--- src/rtl/rsc_pkg.sv ---
package rsc_pkg;
  typedef enum logic [1:0] {
    ST_OFF = 2'd0,
    ST_RCW = 2'd1,
    ST_XTW = 2'd2,
    ST_RUN = 2'd3
  } seq_state_t;

  localparam int NSRC  = 5;
  localparam int C_POR = 0;
  localparam int C_EXT = 1;
  localparam int C_SW  = 2;
  localparam int C_WDT = 3;
  localparam int C_BOD = 4;
endpackage

--- src/rtl/rsc_ext_filter.sv ---
module rsc_ext_filter #(
  parameter int DEB_CYC = 16
) (
  input  logic clk,
  input  logic srst,
  input  logic pin_n,
  output logic act,
  output logic act_rise
);
  localparam int CW = $clog2(DEB_CYC + 1);
  localparam logic [CW-1:0] LAST = CW'(DEB_CYC - 1);

  logic [1:0]    sync_q;
  logic          filt_q;
  logic          act_prev_q;
  logic [CW-1:0] cnt_q;

  always_ff @(posedge clk) begin
    if (srst) begin
      sync_q     <= 2'b11;
      filt_q     <= 1'b1;
      cnt_q      <= '0;
      act_prev_q <= 1'b0;
    end else begin
      sync_q     <= {sync_q[0], pin_n};
      act_prev_q <= ~filt_q;
      if (sync_q[1] == filt_q) begin
        cnt_q <= '0;
      end else if (cnt_q == LAST) begin
        filt_q <= sync_q[1];
        cnt_q  <= '0;
      end else begin
        cnt_q <= cnt_q + 1'b1;
      end
    end
  end

  assign act      = ~filt_q;
  assign act_rise = ~filt_q & ~act_prev_q;
endmodule

--- src/rtl/rsc_seq_fsm.sv ---
module rsc_seq_fsm
  import rsc_pkg::*;
#(
  parameter int RC_CYC   = 3200,
  parameter int XTAL_CYC = 24000
) (
  input  logic       clk,
  input  logic       srst,
  input  logic       sup_hi,
  input  logic       bod,
  input  logic       ext_act,
  input  logic       sw_req,
  input  logic       wdt_req,
  input  logic       xtal_rdy,
  output seq_state_t state_q,
  output logic       pwr_ok,
  output logic       por_ev,
  output logic       hold_rst
);
  localparam int MAXC = (RC_CYC > XTAL_CYC) ? RC_CYC : XTAL_CYC;
  localparam int CW   = $clog2(MAXC + 1);
  localparam logic [CW-1:0] RC_LAST = CW'(RC_CYC - 1);
  localparam logic [CW-1:0] XT_LAST = CW'(XTAL_CYC - 1);

  seq_state_t    state_d;
  logic [CW-1:0] cnt_q, cnt_d;
  logic          pwr_ok_q;
  logic          xrestart;

  assign xrestart = ext_act | sw_req | wdt_req;

  always_comb begin
    state_d = state_q;
    cnt_d   = cnt_q;
    case (state_q)
      ST_OFF: begin
        if (pwr_ok_q) begin
          state_d = ST_RCW;
          cnt_d   = '0;
        end
      end
      ST_RCW: begin
        if (bod) begin
          cnt_d = '0;
        end else if (cnt_q == RC_LAST) begin
          state_d = ST_XTW;
          cnt_d   = '0;
        end else begin
          cnt_d = cnt_q + 1'b1;
        end
      end
      ST_XTW: begin
        if (bod) begin
          state_d = ST_RCW;
          cnt_d   = '0;
        end else if (xrestart) begin
          cnt_d = '0;
        end else if (cnt_q == XT_LAST) begin
          if (xtal_rdy) state_d = ST_RUN;
        end else begin
          cnt_d = cnt_q + 1'b1;
        end
      end
      default: begin
        if (bod) begin
          state_d = ST_RCW;
          cnt_d   = '0;
        end else if (xrestart) begin
          state_d = ST_XTW;
          cnt_d   = '0;
        end
      end
    endcase
  end

  always_ff @(posedge clk) begin
    if (srst) begin
      pwr_ok_q <= 1'b0;
      state_q  <= ST_OFF;
      cnt_q    <= '0;
    end else begin
      if (sup_hi) pwr_ok_q <= 1'b1;
      state_q <= state_d;
      cnt_q   <= cnt_d;
    end
  end

  assign pwr_ok   = pwr_ok_q;
  assign por_ev   = (state_q == ST_OFF) && pwr_ok_q;
  assign hold_rst = (state_d != ST_RUN);
endmodule

--- src/rtl/rsc_rst_sync.sv ---
module rsc_rst_sync #(
  parameter int STAGES = 2
) (
  input  logic clk,
  input  logic arst,
  input  logic hold,
  output logic rst_o
);
  logic [STAGES-1:0] q;

  always_ff @(posedge clk or posedge arst) begin
    if (arst)      q <= '1;
    else if (hold) q <= '1;
    else           q <= {q[STAGES-2:0], 1'b0};
  end

  assign rst_o = q[STAGES-1];
endmodule

--- src/rtl/rsc_cause_reg.sv ---
module rsc_cause_reg
  import rsc_pkg::*;
(
  input  logic            clk,
  input  logic            srst,
  input  logic            por_ev,
  input  logic [NSRC-1:0] set_ev,
  input  logic [NSRC-1:0] clr,
  output logic [NSRC-1:0] cause
);
  for (genvar g = 0; g < NSRC; g++) begin : g_bit
    if (g == C_POR) begin : g_por
      always_ff @(posedge clk) begin
        if (srst)        cause[g] <= 1'b0;
        else if (por_ev) cause[g] <= 1'b1;
        else             cause[g] <= (cause[g] & ~clr[g]) | set_ev[g];
      end
    end else begin : g_src
      always_ff @(posedge clk) begin
        if (srst || por_ev) cause[g] <= 1'b0;
        else                cause[g] <= (cause[g] & ~clr[g]) | set_ev[g];
      end
    end
  end
endmodule

--- src/rtl/rst_seq_ctrl.sv ---
module rst_seq_ctrl
  import rsc_pkg::*;
#(
  parameter int RC_CYC      = 3200,
  parameter int XTAL_CYC    = 24000,
  parameter int DEB_CYC     = 16,
  parameter int SYNC_STAGES = 2
) (
  input  logic            clk,
  input  logic            sup_lo,
  input  logic            sup_hi,
  input  logic            bod_flag,
  input  logic            ext_rst_n,
  input  logic            sw_req,
  input  logic            wdt_req,
  input  logic            xtal_rdy,
  input  logic [NSRC-1:0] cause_clr,
  output logic            xtal_en,
  output logic            core_rst,
  output logic            periph_rst,
  output logic            boot_start,
  output logic [NSRC-1:0] cause
);
  seq_state_t      seq_state;
  logic            in_run;
  logic            pwr_ok, por_ev, hold_rst;
  logic            ext_act, ext_rise;
  logic            arst_any, sync_rst;
  logic            core_q, periph_q, boot_q;
  logic [NSRC-1:0] set_ev;

  assign arst_any = sup_lo | bod_flag;

  rsc_ext_filter #(.DEB_CYC(DEB_CYC)) u_ext (
    .clk(clk), .srst(sup_lo), .pin_n(ext_rst_n),
    .act(ext_act), .act_rise(ext_rise)
  );

  rsc_seq_fsm #(.RC_CYC(RC_CYC), .XTAL_CYC(XTAL_CYC)) u_fsm (
    .clk(clk), .srst(sup_lo), .sup_hi(sup_hi), .bod(bod_flag),
    .ext_act(ext_act), .sw_req(sw_req), .wdt_req(wdt_req),
    .xtal_rdy(xtal_rdy), .state_q(seq_state), .pwr_ok(pwr_ok),
    .por_ev(por_ev), .hold_rst(hold_rst)
  );

  rsc_rst_sync #(.STAGES(SYNC_STAGES)) u_sync (
    .clk(clk), .arst(arst_any), .hold(hold_rst), .rst_o(sync_rst)
  );

  always_comb begin
    set_ev        = '0;
    set_ev[C_EXT] = ext_rise & pwr_ok;
    set_ev[C_SW]  = sw_req   & pwr_ok;
    set_ev[C_WDT] = wdt_req  & pwr_ok;
    set_ev[C_BOD] = bod_flag & pwr_ok;
  end

  rsc_cause_reg u_cause (
    .clk(clk), .srst(sup_lo), .por_ev(por_ev),
    .set_ev(set_ev), .clr(cause_clr), .cause(cause)
  );

  always_ff @(posedge clk or posedge arst_any) begin
    if (arst_any) begin
      core_q   <= 1'b1;
      periph_q <= 1'b1;
      boot_q   <= 1'b0;
    end else begin
      core_q   <= sync_rst;
      periph_q <= sync_rst;
      boot_q   <= core_q & ~sync_rst;
    end
  end

  assign in_run     = (seq_state == ST_RUN);
  assign xtal_en    = (seq_state == ST_XTW) || (seq_state == ST_RUN);
  assign core_rst   = core_q;
  assign periph_rst = periph_q;
  assign boot_start = boot_q;
endmodule

--- config.mk ---
export PLATFORM = sky130hd
export DESIGN_NAME = rst_seq_ctrl
export DESIGN_NICKNAME = d
export VERILOG_FILES = /design/src/rtl/rsc_pkg.sv /design/src/rtl/rsc_ext_filter.sv /design/src/rtl/rsc_seq_fsm.sv /design/src/rtl/rsc_rst_sync.sv /design/src/rtl/rsc_cause_reg.sv /design/src/rtl/rst_seq_ctrl.sv
export SDC_FILE = /design/constraint.sdc
export NUM_CORES = 1
export LEC_CHECK = 0
export BUFFER_PORTS_ARGS = -buffer_cell sky130_fd_sc_hd__clkbuf_2
export CORE_AREA = 2 2 72 74
export DETAILED_ROUTE_END_ITERATION = 6
export DIE_AREA = 0 0 74 76
export GPL_TIMING_DRIVEN = 0
export PLACE_DENSITY = 0.55
export SLEW_MARGIN = 25
export SYNTH_ARGS = -nofsm -noshare
export SYNTH_HDL_FRONTEND = slang
export SYNTH_SLANG_ARGS = --single-unit
export TNS_END_PERCENT = 10
--- constraint.sdc ---
create_clock -name clk -period 2.3 [get_ports clk]
set_input_delay 0.575 -clock clk [delete_from_list [all_inputs] [get_ports clk]]
set_output_delay 0.575 -clock clk [all_outputs]
set_load 0.01 [all_outputs]
==> summary.txt <==
Outcome
  – Outcome: completed

Setup path
  – Peak per-stage delay on the critical path: 0.51 ns
  – Worst r2r dst: u_fsm.cnt_q[12]
  – Capturing element of the worst setup path: u_fsm.cnt_q[12]
  – Top cell family by delay on the critical path: simple AND/OR/NAND/NOR gates
  – Cell with the biggest individual delay on the critical path: sky130_fd_sc_hd__or4_4
  – Worst reg-to-reg path cell count: 8
  – Critical Path RT: 2.53 ns
  – Reg2reg start: u_fsm.state_q[1]
  – Ordered list of cells on the worst path: inv_1, ha_1, or4_4, o21ai_4, a21oi_2, a21o_1, buf_6, nor2_1
  – Crit. Startpoint: u_fsm.state_q[1]
  – Critical Setup Path Class: reg2reg
  – Flop2flop setup slack: 0.14 ns
  – Crit-path max FO: 10
  – Startpoint type of the worst setup path: flop
  – Kind of capture point of the worst setup path: flop
  – CP bufs+invs: 2
  – Cell depth of the worst setup path: 8
  – Critical path data arrival time: 2.38 ns

Pwr
  – Power, Total: 1.349 mW
  – Lkg Pwr: 0.7954 nW
  – Worst supply voltage drop on vdd: 252.2 uV
  – Power Dens Cells: 626.1 nW/um^2

Cells and area
  – Most frequent cells in the layout: sky130_fd_sc_hd__dfxtp_1, sky130_fd_sc_hd__nor2_1, sky130_fd_sc_hd__clkbuf_2
  – Layout Area Growth over Synthesis: 18.92%
  – Total number of nets in the final design: 254
  – Fraction of final layout cells sized beyond drive strength 1: 22.98%
  – Inserted Diodes: 0
  – Commonest non-fill, non-tap cell in the layout: sky130_fd_sc_hd__dfxtp_1
  – Post-route non-filler standard cell count: 305

Clock network
  – Master cell of the clock root buffer: sky130_fd_sc_hd__clkbuf_8
  – TritonCTS clock tree: done
  – Sink Count: 36
  – Number of buffers inserted during clock tree synthesis: 5
  – Number of hold-repair buffers added at the cts stage: 0
  – Insertion delay to the later sink of the worst-skew pair: 0.29 ns
  – CTS H-tree lvls: 2
  – Max Buffers Root-to-Sink: 2
  – Clock transition at the registers of the reported paths: 0.08 ns

Floorplanning
  – I/O Pins: 22
  – Placeable Area: 4912 um^2
  – Die W: 74 um
  – Floorplan die area: 5624 um^2
  – Die height: 76 um
  – Standard-cell rows: 26
  – Starting density of the core: 36.88%

Timing
  – # setup viols final: 0
  – Least-Margin Pin Slew: 0.4909 ns
  – Clock Skews: 0.008401 ns
  – Pins over their slew limit: 0
  – Number of hold violations in the final report: 0
  – Hold slack: 0.3696 ns
  – Final clock period utilization by the worst path: 93.72%
  – Max_slew headroom: 67.27%
  – Unrepaired setup endpoints after global routing: false
  – Highest clock frequency the design can meet: 463.9 MHz
  – Min Clock Period, post-route: 2.156 ns

Logic synthesis
  – Top flip-flop cell by instance count after synthesis: sky130_fd_sc_hd__dfxtp_1
  – Synth unique cells: 51
  – Register area share after synthesis: 41.09%
  – Yosys synthesis warning count: 0
  – Netlist Area Pre-Place: 1812 um^2
  – Nets in the synthesized netlist: 222
  – Share of flip-flops with an asynchronous set or reset: 11.11%
  – Mean post-synth cell area: 8.969 um^2
  – Count of flip-flops with a built-in enable after synthesis: 0
  – Count of mapped cells out of synthesis: 202
  – Flop and latch count out of synthesis: 36

Placement
  – Detailed placement HPWL: 2720 um
  – Last weighted congestion value of the routability-driven placer: 0.7779
  – Number of port buffers: 21
  – Placed cells: 293

Global routing
  – Tot GR Track Use: 14.47%
  – Global-route wire length before repair: 6334 um
  – Pin count of the biggest net entering global routing: 14
  – Final global-route overflow total: 0
  – Vias in the first global route: 1,360
  – Initial antenna violation count: 0

Run
  – Max-cap violation count: 0

Routing
  – Via total after detailed routing: 1,536
  – Detailed Route Iter0 Violations: 123
  – Number of remaining DRC errors: 0
  – Routed wirelength normalized by instance count: 12.59 um
  – Final WL: 3841 um
  – Via density per instance: 5.036
  – Routed Antenna Nets: 0
  – Detailed-router iteration count before antenna repair: 5

Min path
  – Number of stages on the worst hold path: 0
  – Min-delay src: u_sync.q[1]
  – Hold Path Class: reg2reg
[final cells by class]
class,count,area (um^2)
fill,493,2758
multi-input combinational,151,998.5
sequential,36,747.0
timing repair buffer,25,135.1
tap,70,87.58
clock buffer,5,68.82
clock inverter,3,46.29
buffer,6,37.54
inverter,9,33.78
[where the power goes]
group / internal (mW) / total, mW / switching, mW
Clock: 0.327 / 0.576 / 0.249
Combinational: 0.0537 / 0.128 / 0.0743
Sequential: 0.636 / 0.645 / 0.00971
[through the flow]
step	setup WS, ns	setup TNS [ns]	area [um^2]	utilization (%)
CTS	0.02534	0	2146	43.68
global placement	-0.07460	-0.6346	2004	40.80
detailed placement	-0.03288	-0.2954	2004	40.80
finish	0.1444	0	2155	43.86
global route	0.003869	0	2155	43.86
floorplan	0.2523	0	1812	-
[cells by family (layout without fill, tap and decap cells)]
logic type | after synthesis | in the layout | synth area share (%)
AND/OR/NAND/NOR | 92 | 92 | 28.87
AO/OA/AOI/OAI | 39 | 39 | 14.85
flip-flops | 36 | 36 | 41.09
buffers and inverters | 15 | 48 | 3.936
XOR/XNOR | 12 | 12 | 5.801
adder cells (fa/ha/maj) | 7 | 7 | 4.834
multiplexers | 1 | 1 | 0.6215
[how the worst min path moves through the flow]
stage,endpoint
CTS,periph_rst
global route,periph_rst
detailed placement,periph_rst
floorplan,periph_rst
finish,periph_rst
global placement,periph_rst
[registers in the layout, summed over array words and instances, names as in the netlist]
| signal | count |
|---|---|
| boot_start | 1 |
| u_ext.act_prev_q | 1 |
| periph_rst | 1 |
| u_fsm.state_q | 2 |
| u_ext.sync_q | 2 |
| u_cause.cause | 5 |
| u_ext.cnt_q | 5 |
| u_sync.q | 2 |
| u_fsm.pwr_ok | 1 |
| u_fsm.cnt_q | 15 |
| u_ext.filt_q | 1 |
[timing repair]
action / 4_1_cts / 5_1_grt
endpoints found under the hold margin: 0 / 0
setup buffers: 3 / 1
resized for setup: 2 / 1
pin swaps: 2 / 3
setup endpoints to repair: 11 / 11
cloned: 0 / 0
[routing by layer]
metal | global-route usage, % | vias to the layer above | wire, um
met5 | 0 | - | 0
met4 | 5.455 | 0 | 51
met3 | 4.101 | 5 | 131
met2 | 22.14 | 26 | 1741
met1 | 19.13 | 718 | 1916
li1 | - | 787 | -
[Yosys cell counts (all sizes together), types with 4 or more instances]
library cell	number	share of area, %
dfxtp	32	35
nand3	9	2.5
a21oi	14	4.3
xnor2	11	5.3
buf	5	1.9
a211oi	5	2.1
o21ai	4	1.7
inv	9	1.9
nor4	5	2.6
nor2	27	5.6
nand2b	6	2.1
ha	7	4.8
nand2	9	1.9
or2	4	1.4
nor2b	5	1.7
nand4	4	1.7
No activity file was read; power rests on OpenSTA's default activity.
